<file path="src/rtl/quiz_pkg.sv">
package quiz_pkg;

    typedef enum logic [1:0] {
        GS_BOOT,
        GS_BOOT_HELD,
        GS_READY,
        GS_HELD
    } game_state_t;

    localparam logic [7:0] OP_ADD = 8'd0;
    localparam logic [7:0] OP_SUB = 8'd1;
    localparam logic [7:0] OP_MUL = 8'd2;
    localparam logic [7:0] OP_DIV = 8'd3;

    // Exercise n: second operand and quotient are spread by index,
    // results stay below 256 and divisions are exact.
    function automatic logic [31:0] exercise_word(input int unsigned n);
        int unsigned b;
        int unsigned q;
        int unsigned a;
        int unsigned r;
        logic [7:0]  op;
        b = (n % 9) + 2;
        q = ((n * 5) % 11) + 1;
        op = 8'(n % 4);
        case (op)
            OP_ADD: begin
                a = q * 3 + n;
                r = a + b;
            end
            OP_SUB: begin
                a = b + q;
                r = q;
            end
            OP_MUL: begin
                a = q;
                r = q * b;
            end
            default: begin
                a = q * b;
                r = q;
            end
        endcase
        return {a[7:0], b[7:0], r[7:0], op};
    endfunction

endpackage

</file>
<file path="src/rtl/key_sync.sv">
module key_sync #(
    parameter int KEYS = 4
) (
    input  logic            clk,
    input  logic            rst_n,
    input  logic [KEYS-1:0] key_n,
    output logic [KEYS-1:0] key_act
);
    logic [KEYS-1:0] meta_q;
    logic [KEYS-1:0] sync_q;

    for (genvar g = 0; g < KEYS; g++) begin : g_key
        always_ff @(posedge clk or negedge rst_n) begin
            if (!rst_n) begin
                meta_q[g] <= 1'b1;
                sync_q[g] <= 1'b1;
            end else begin
                meta_q[g] <= key_n[g];
                sync_q[g] <= meta_q[g];
            end
        end
        assign key_act[g] = ~sync_q[g];
    end

endmodule

</file>
<file path="src/rtl/slot_picker.sv">
module slot_picker #(
    parameter int SLOT_W = 2
) (
    input  logic              clk,
    input  logic              rst_n,
    input  logic              capture,
    output logic [SLOT_W-1:0] slot
);
    logic [SLOT_W-1:0] free_q;
    logic [SLOT_W-1:0] slot_q;

    always_ff @(posedge clk or negedge rst_n) begin
        if (!rst_n) begin
            free_q <= '0;
            slot_q <= '0;
        end else begin
            free_q <= free_q + 1'b1;
            if (capture) slot_q <= free_q;
        end
    end

    assign slot = slot_q;


    slot_keep_chk: assert property (@(posedge clk) disable iff (!rst_n)
        !capture |=> $stable(slot_q));

endmodule

</file>
<file path="src/rtl/exercise_rom.sv">
module exercise_rom #(
    parameter int ENTRIES = 32,
    parameter int WORD_W  = 32,
    localparam int AW     = $clog2(ENTRIES)
) (
    input  logic              clk,
    input  logic              rst_n,
    input  logic              advance,
    output logic [AW-1:0]     idx,
    output logic [WORD_W-1:0] word
);
    logic [WORD_W-1:0] table_w [ENTRIES];
    logic [AW-1:0]     idx_q;

    for (genvar g = 0; g < ENTRIES; g++) begin : g_entry
        assign table_w[g] = WORD_W'(quiz_pkg::exercise_word(g));
    end

    always_ff @(posedge clk or negedge rst_n) begin
        if (!rst_n) begin
            idx_q <= '0;
        end else if (advance) begin
            if (idx_q == AW'(ENTRIES - 1)) idx_q <= '0;
            else                           idx_q <= idx_q + 1'b1;
        end
    end

    assign idx  = idx_q;
    assign word = table_w[idx_q];


    idx_wrap_chk: assert property (@(posedge clk) disable iff (!rst_n)
        (advance && idx_q == AW'(ENTRIES - 1)) |=> (idx_q == '0));

endmodule

</file>
<file path="src/rtl/glow_timer.sv">
module glow_timer #(
    parameter int HOLD_CYCLES = 150_000_000,
    parameter int LED_W       = 9,
    localparam int CW         = $clog2(HOLD_CYCLES + 1)
) (
    input  logic             clk,
    input  logic             rst_n,
    input  logic             load,
    output logic [LED_W-1:0] led
);
    logic [CW-1:0] left_q;
    logic          lit;

    always_ff @(posedge clk or negedge rst_n) begin
        if (!rst_n)             left_q <= '0;
        else if (load)          left_q <= CW'(HOLD_CYCLES);
        else if (left_q != '0)  left_q <= left_q - 1'b1;
    end

    assign lit = (left_q != '0);
    assign led = {LED_W{lit}};


    glow_load_chk: assert property (@(posedge clk) disable iff (!rst_n)
        load |=> lit);


    glow_idle_chk: assert property (@(posedge clk) disable iff (!rst_n)
        (!load && !lit) |=> !lit);

endmodule

</file>
<file path="src/rtl/quiz_ctrl.sv">
module quiz_ctrl #(
    parameter int KEYS        = 4,
    parameter int ENTRIES     = 32,
    parameter int HOLD_CYCLES = 150_000_000,
    parameter int LED_W       = 9,
    localparam int SW         = $clog2(KEYS),
    localparam int AW         = $clog2(ENTRIES),
    localparam int WORD_W     = 32
) (
    input  logic              clk,
    input  logic              rst_n,
    input  logic [KEYS-1:0]   key_n,
    output logic [WORD_W-1:0] quiz_word,
    output logic [AW-1:0]     quiz_idx,
    output logic [SW-1:0]     ans_slot,
    output logic              next_q,
    output logic              answer_ok,
    output logic [LED_W-1:0]  glow_led
);
    import quiz_pkg::*;

    game_state_t     state_q, state_d;
    logic [KEYS-1:0] key_act;
    logic            any_key;
    logic [SW-1:0]   first_key;
    logic            grade;
    logic            hit;
    logic            capture;
    logic            upd_q;
    logic            ok_q;

    key_sync #(.KEYS(KEYS)) u_sync (
        .clk     (clk),
        .rst_n   (rst_n),
        .key_n   (key_n),
        .key_act (key_act)
    );

    assign any_key = |key_act;

    // lowest index wins among keys that are down together
    always_comb begin
        first_key = '0;
        for (int i = KEYS - 1; i >= 0; i--) begin
            if (key_act[i]) first_key = SW'(i);
        end
    end

    // next-state logic
    always_comb begin
        state_d = state_q;
        unique case (state_q)
            GS_BOOT:      if (any_key)  state_d = GS_BOOT_HELD;
            GS_BOOT_HELD: if (!any_key) state_d = GS_READY;
            GS_READY:     if (any_key)  state_d = GS_HELD;
            GS_HELD:      if (!any_key) state_d = GS_READY;
        endcase
    end

    assign grade   = (state_q == GS_READY) && any_key;
    assign hit     = grade && (first_key == ans_slot);
    assign capture = ((state_q == GS_BOOT_HELD) || (state_q == GS_HELD)) && !any_key;

    // state register
    always_ff @(posedge clk or negedge rst_n) begin
        if (!rst_n) state_q <= GS_BOOT;
        else        state_q <= state_d;
    end

    // registered outputs
    always_ff @(posedge clk or negedge rst_n) begin
        if (!rst_n) begin
            upd_q <= 1'b0;
            ok_q  <= 1'b0;
        end else begin
            upd_q <= grade;
            if (grade) ok_q <= hit;
        end
    end

    slot_picker #(.SLOT_W(SW)) u_slot (
        .clk     (clk),
        .rst_n   (rst_n),
        .capture (capture),
        .slot    (ans_slot)
    );

    exercise_rom #(.ENTRIES(ENTRIES), .WORD_W(WORD_W)) u_rom (
        .clk     (clk),
        .rst_n   (rst_n),
        .advance (grade),
        .idx     (quiz_idx),
        .word    (quiz_word)
    );

    glow_timer #(.HOLD_CYCLES(HOLD_CYCLES), .LED_W(LED_W)) u_glow (
        .clk   (clk),
        .rst_n (rst_n),
        .load  (hit),
        .led   (glow_led)
    );

    assign next_q    = upd_q;
    assign answer_ok = ok_q;


    upd_single_chk: assert property (@(posedge clk) disable iff (!rst_n)
        next_q |=> !next_q);


    idx_step_chk: assert property (@(posedge clk) disable iff (!rst_n)
        next_q |-> (quiz_idx == AW'($past(quiz_idx) + 1'b1)));


    ok_hold_chk: assert property (@(posedge clk) disable iff (!rst_n)
        !next_q |-> $stable(answer_ok));


    boot_quiet_chk: assert property (@(posedge clk) disable iff (!rst_n)
        (state_q == GS_BOOT || state_q == GS_BOOT_HELD) |-> (!next_q && quiz_idx == '0 && !answer_ok));

endmodule

</file>
<file path="config.mk">
export PLATFORM = sky130hd
export DESIGN_NAME = quiz_ctrl
export DESIGN_NICKNAME = d
export VERILOG_FILES = /design/src/rtl/quiz_pkg.sv /design/src/rtl/key_sync.sv /design/src/rtl/slot_picker.sv /design/src/rtl/exercise_rom.sv /design/src/rtl/glow_timer.sv /design/src/rtl/quiz_ctrl.sv
export SDC_FILE = /design/constraint.sdc
export NUM_CORES = 1
export LEC_CHECK = 0
export ABC_AREA = 1
export BUFFER_PORTS_ARGS = -buffer_cell sky130_fd_sc_hd__buf_2
export CELL_PAD_IN_SITES_DETAIL_PLACEMENT = 0
export CELL_PAD_IN_SITES_GLOBAL_PLACEMENT = 2
export CORE_UTILIZATION = 32
export DETAILED_ROUTE_END_ITERATION = 6
export MAX_ROUTING_LAYER = met4
export PLACE_DENSITY = 0.92
export SYNTH_ARGS = -nofsm -noshare
export SYNTH_HDL_FRONTEND = slang
export SYNTH_SLANG_ARGS = --single-unit
</file>
<file path="constraint.sdc">
create_clock -name clk -period 2.35 [get_ports clk]
set_input_delay 0.235 -clock clk [delete_from_list [all_inputs] [get_ports clk]]
set_output_delay 0.235 -clock clk [all_outputs]
set_load 0.05 [all_outputs]
</file>
# --- After elaboration in Yosys (flattened, before gate mapping) ---
# Memories as Yosys holds them, arrays and structs flattened.
# Cells that the tools add are included.
# Widths: inputs -> output; s select.
op_classes:
  mul: 0
  shifts: 0
  n_div: 0
  n_addsub: 3
  n_eq_ne: 8
  reduce_logical: 11
  n_mux: 13
  bitwise: 5
  order_cmp: 1
op_table:
  columns: ["op", "count"]
  rows:
  - ["$mux 32", 2]
  - ["$mux 28", 2]
  - ["$reduce_bool 28->1", 1]
  - ["$sub 28x1->28 const B", 1]
  - ["$mux 2", 7]
  - ["$ge 6x6->1 const B", 1]
  - ["$ne 2x2->1 const B", 3]
  - ["$not 5->6", 1]
  - ["$pmux 2 s3", 1]
  - ["$add 5x1->5 const B", 1]
  - ["$eq 5x5->1 const B", 1]
  - ["$mux 5", 1]
  - ["$eq 2x2->1 const B", 2]
  - ["$not 1->1", 4]
  - ["$reduce_or 4->1", 1]
  - ["$logic_and 1x1->1", 3]
  - ["$reduce_and 3->1", 1]
  - ["$add 2x1->2 const B", 1]
  - ["$eq 2x1->1 const B", 1]
  - ["$eq 2x2->1", 1]
  - ["$logic_not 2->1", 1]
  - ["$reduce_bool 2->1", 1]
  - ["$reduce_or 2->1", 1]
  - ["$logic_not 1->1", 1]
  - ["$logic_or 1x1->1", 1]
word_totals:
  wordCells: 57
  memories: 1
  latchBits: 0
  rom_bits: 1024
  in_bits: 6
  ff_bits: 49
  output_inout_bits: 50
  ramBits: 0
mem_list:
  columns: ["memory", "words", "width", "rd", "rd_clocked_by_memory_dff", "wr", "line_no", "text"]
  rows:
  - ["(no name shown)", 32, 32, 1, 0, 0, "exercise_rom.sv:29", "assign word = table_w[idx_q];"]

# --- Longest topological paths before layout ---
depth:
  ltp_word: 7
  ltp_mapped: 10
  ltp_nobuf: 10

# --- Hierarchy ---
# From an unflattened synthesis, not the netlist that was laid out.
hier_totals:
  hier_cells: 550
  hier_area_um2: 3733.6
modules_own_cells:
  columns: ["module", "seq_area_each_um2", "cells_per_inst", "area_per_inst_um2", "n_inst"]
  rows:
  - ["glow_timer", 700.7, 286, 1936.9, 1]
  - ["exercise_rom", 125.1, 203, 1169.9, 1]
  - ["quiz_ctrl", 100.1, 33, 256.5, 1]
  - ["key_sync", 210.2, 12, 225.2, 1]
  - ["slot_picker", 100.1, 16, 145.1, 1]

# --- Least setup slack after synthesis ---
# OpenSTA, ideal clock, no wires.
synth_path:
  path_type: "reg-to-output"
  startpoint: "register u_rom.idx_q[1] (netlist: u_rom.idx[1])"
  endpoint: "output port quiz_word[26]"
  n_path_buf: 0
  slack_ns: -0.550
  required_ns: 2.115
  path_stages_with_launch: 8
  arrival_time_ns: 2.665
  path_cell_list: "dfrtp_1 > inv_1 > ha_1 > inv_1 > nor2_1 > nor2_1 > nor2_1 > o21ai_0"
synth_between:
  elab_chain_cells: 4
synth_lines:
  columns: ["item", "line_no", "text"]
  rows:
  - ["start: declaration", "exercise_rom.sv:13", "logic [AW-1:0] idx_q;"]
  - ["start signal: assignment", "exercise_rom.sv:24", "else idx_q <= idx_q + 1'b1;"]
  - ["$not 5->6 (implied by the code)", "exercise_rom.sv:29", null]
  - ["$mem_v2 32x32", null, null]
  - ["$mux 32 (implied by the code) (2 in series)", "exercise_rom.sv:29", null]
  - ["end: declaration", "quiz_ctrl.sv:13", "output logic [WORD_W-1:0] quiz_word,"]
# No other way between the ends. The select of a mux whose other input is x is not followed.

# --- Worst setup path after layout ---
layout_path:
  startpoint: "register u_rom.idx_q[1] (netlist: u_rom.idx[1])"
  endpoint: "output port quiz_word[11]"
# Same word-level chain as after synthesis.

==> impl_metrics.env <==
export IMPL_layout_min_cycle_time_ps=2223
export IMPL_reg2reg_to="u_glow.left_q[24]"
export IMPL_drtIter0Drc=187
export IMPL_irDropWorstVdd_mv=0.4758
export IMPL_ys_types=40
export IMPL_wl_per_cell_um=12.86
export IMPL_clock_skew_ps=10.68
export IMPL_p_int_uw=2202
export IMPL_slew_violations=0
export IMPL_ioPinCount=56
export IMPL_antenna_found_initial=0
export IMPL_root_buffer="clkbuf_8"
export IMPL_outcome="finished clean"
export IMPL_ff2ff_path_depth=8
export IMPL_areaGrowthSynthToFinish_pct=11.62
export IMPL_grt_overflow=0
export IMPL_grt_usage=0.1610
export IMPL_hold_depth=1
export IMPL_min_to="u_sync.meta_q[2]"
export IMPL_finalWirelength_um=8780
export IMPL_setup_viol=0
export IMPL_p_seq_frac=0.302
export IMPL_die_y_um=107.7
export IMPL_grt_max_degree=32
export IMPL_ff2ff_setup_slack_ps=510
export IMPL_p_sw_frac=0.5398
export IMPL_leakagePower_uw=0.001999
export IMPL_ys_ff_latch=49
export IMPL_fin_crit_sh=0.9461
export IMPL_vias=3226
export IMPL_clk_path_buf_depth=2
export IMPL_power_frac_clock=0.104
export IMPL_timing_rr_start="u_glow.left_q[0]"
export IMPL_htree_levels=2
export IMPL_crit_type="reg2out"
export IMPL_cts_sinks=49
export IMPL_final_nets=564
export IMPL_finalInstanceArea_um2=3990
export IMPL_avgSynthCellArea_um2=7.149
export IMPL_syn_cell_area_um2=3575
export IMPL_switchingPower_uw=2583
export IMPL_required_ps=2120
export IMPL_place_gp_congestion=0.9070
export IMPL_finalHoldViolations=0
export IMPL_hpwl_um=6896
export IMPL_synthCells=500
export IMPL_ant_nets=0
export IMPL_core_area_um2=10840
export IMPL_yosysSeqAreaShare=0.3458
export IMPL_nFillCells=1161
export IMPL_hold_start="key_n[2]"
export IMPL_fp_row_count=38
export IMPL_dpl_cell_area_um2=3842
export IMPL_via_per_inst=4.723
export IMPL_fin_tns_setup_ps=0
export IMPL_portBuffers=43
export IMPL_clk_pin_slew_worst_paths_ps=100
export IMPL_cellPowerDensity_nw_per_um2=1199
export IMPL_first_pass_iters=4
export IMPL_yosysWarningCount=0
export IMPL_die_area_um2=11600
export IMPL_grt_pass1_vias=2966
export IMPL_n_antenna_cell=0
export IMPL_drc=0
export IMPL_multi_input_area_um2=1898
export IMPL_path_max_fanout=9
export IMPL_fmax_ghz=0.4498
export IMPL_end_kind="output pin"
export IMPL_cp_data_arrival_time_ps=1990
export IMPL_drv_cap=0
export IMPL_die_w_um=107.7
export IMPL_hold_class="in2reg"
export IMPL_cts_tree="done"
export IMPL_final_layout_size_suffix_gt1_frac=0.2044
export IMPL_start_kind="flop"
export IMPL_start_util=0.3298
export IMPL_seqCellArea_um2=1242
export IMPL_clock_latency_ps=310
export IMPL_grt_pass1_wl_um=14460
export IMPL_comb_power_share=0.594
export IMPL_cts_buffers_inserted=5
==> kinds of logic (layout without fill, tap and decap cells) <==
kind of cell | count (synthesis) | in the layout | share of synthesized area
xor gates and xnor gates | 11 | 11 | 0.02695
and+or+nand+nor | 260 | 260 | 0.3287
adders and majority gates | 16 | 16 | 0.05600
DFF | 49 | 49 | 0.3458
buffers and inverters | 101 | 133 | 0.1397
AOI/OAI and AO/OA | 62 | 62 | 0.1019
other | 1 | 12 | 0.001049
==> placed cells by master (no fill, tap or decap), types with 2 or more instances in the layout <==
cell / count
or2_2: 2
a21oi_1: 14
nand2_2: 3
dfstp_2: 8
nor2_2: 17
conb_1: 12
xnor2_1: 3
inv_2: 3
nor3_1: 5
buf_4: 14
and2_1: 3
a31oi_1: 2
nand2_1: 103
clkbuf_8: 5
ha_1: 15
o221ai_1: 3
nand3_2: 2
nand4_1: 7
nor2_4: 3
inv_1: 63
o21bai_1: 4
dfrtp_1: 38
o22ai_1: 5
o31ai_1: 2
o211ai_1: 3
buf_2: 41
xor2_1: 8
o21ai_0: 21
nand3_1: 38
dfrtp_2: 2
nand2_4: 2
o21ai_1: 4
nand3b_1: 3
nor2_1: 71
==> power by group through the flow <==
stage / Combinational [uW] / Clock [uW] / Sequential [uW]
finish: 2840 / 499 / 1450
global route: 3140 / 552 / 1490
global placement: 2730 / 0 / 1490
CTS: 2740 / 521 / 1480
detailed placement: 2720 / 0 / 1500
floorplan: 2100 / 0 / 1510
==> synthesized netlist by cell type (all sizes together) <==
master / number / area [um^2]
a221oi: 1 / 8.760
o21ai: 25 / 125.1
clkinv: 1 / 3.750
dfrtp: 41 / 1026
o31ai: 2 / 15.01
dfstp: 8 / 210.2
a32oi: 1 / 8.760
nor3: 5 / 25.02
nor2: 91 / 406.6
conb: 1 / 3.750
a31oi: 2 / 12.51
ha: 16 / 200.2
a21oi: 15 / 75.07
inv: 67 / 254.0
and2: 3 / 18.77
nand2: 108 / 427.9
o221ai: 4 / 35.03
or2: 2 / 12.51
xor2: 8 / 70.07
buf: 31 / 232.7
nand3b: 3 / 22.52
xnor2: 3 / 26.28
o21bai: 4 / 30.03
o211ai: 3 / 22.52
o22ai: 5 / 31.28
clkbuf: 2 / 8.750
nand3: 40 / 205.2
nand4: 8 / 56.30
==> metal layers <==
layer / routed length [um] / vias up / global-route usage
li1: - / 1650 / -
met3: 362 / 19 / 0.01755
met5: 0 / - / -
met4: 174 / 0 / 0.05969
met1: 4141 / 1476 / 0.2088
met2: 4102 / 81 / 0.2587
==> flip-flops by register name (all words and copies together) (netlist names) <==
register       flops
u_slot.slot        2
u_rom.idx          5
u_glow.left_q     28
u_sync.sync_q      4
u_sync.meta_q      4
u_slot.free_q      2
state_q            2
answer_ok          1
next_q             1
==> through the flow <==
step	std cells	util	hold WS (ps)	power, uW	setup slack (ps)
floorplan	511	-	-60.59	3611	5.424
global route	683	0.3681	13.91	5182	-3.356
global placement	670	0.3545	212.0	4221	355.8
finish	683	0.3681	26.71	4785	126.8
CTS	679	0.3638	19.20	4745	4.552
detailed placement	670	0.3545	214.1	4219	342.5
==> how the worst max path moves through the flow <==
stage                             from       endpoint  slack (ps)
final                     u_rom.idx[1]  quiz_word[11]         130
after global routing      u_rom.idx[1]  quiz_word[25]          -3
after CTS                 u_rom.idx[0]  quiz_word[24]           5
after detailed placement  u_rom.idx[0]  quiz_word[11]         340
after global placement    u_rom.idx[1]  quiz_word[24]         360
after floorplan           u_rom.idx[1]  quiz_word[11]           5
==> critical path, stage by stage (launching register included) <==
cell	delay, ps
dfrtp_2	450
inv_2	160
ha_2	230
inv_1	40
nor2_1	120
nor2_1	60
nor2_1	150
nor2_1	60
o211ai_1	180
buf_4	230
==> what timing repair did <==
action                                  4_1_cts  5_1_grt
setup buffers                                 0        4
endpoints found under the hold margin        18        0
hold buffers                                  1        0
resized for setup                             1        5
endpoints found under the setup margin        1       19
==> final cells by class <==
| cell class | instances | area share |
|---|---|---|
| clock buffers | 6 | 0.01819 |
| clock inverters | 2 | 0.004077 |
| inverters | 68 | 0.06460 |
| multi-input cells | 361 | 0.4757 |
| flip-flops and latches | 49 | 0.3114 |
| well taps | 140 | 0.04390 |
| repair buffers | 57 | 0.08216 |
(Power assumes the default switching activity.)
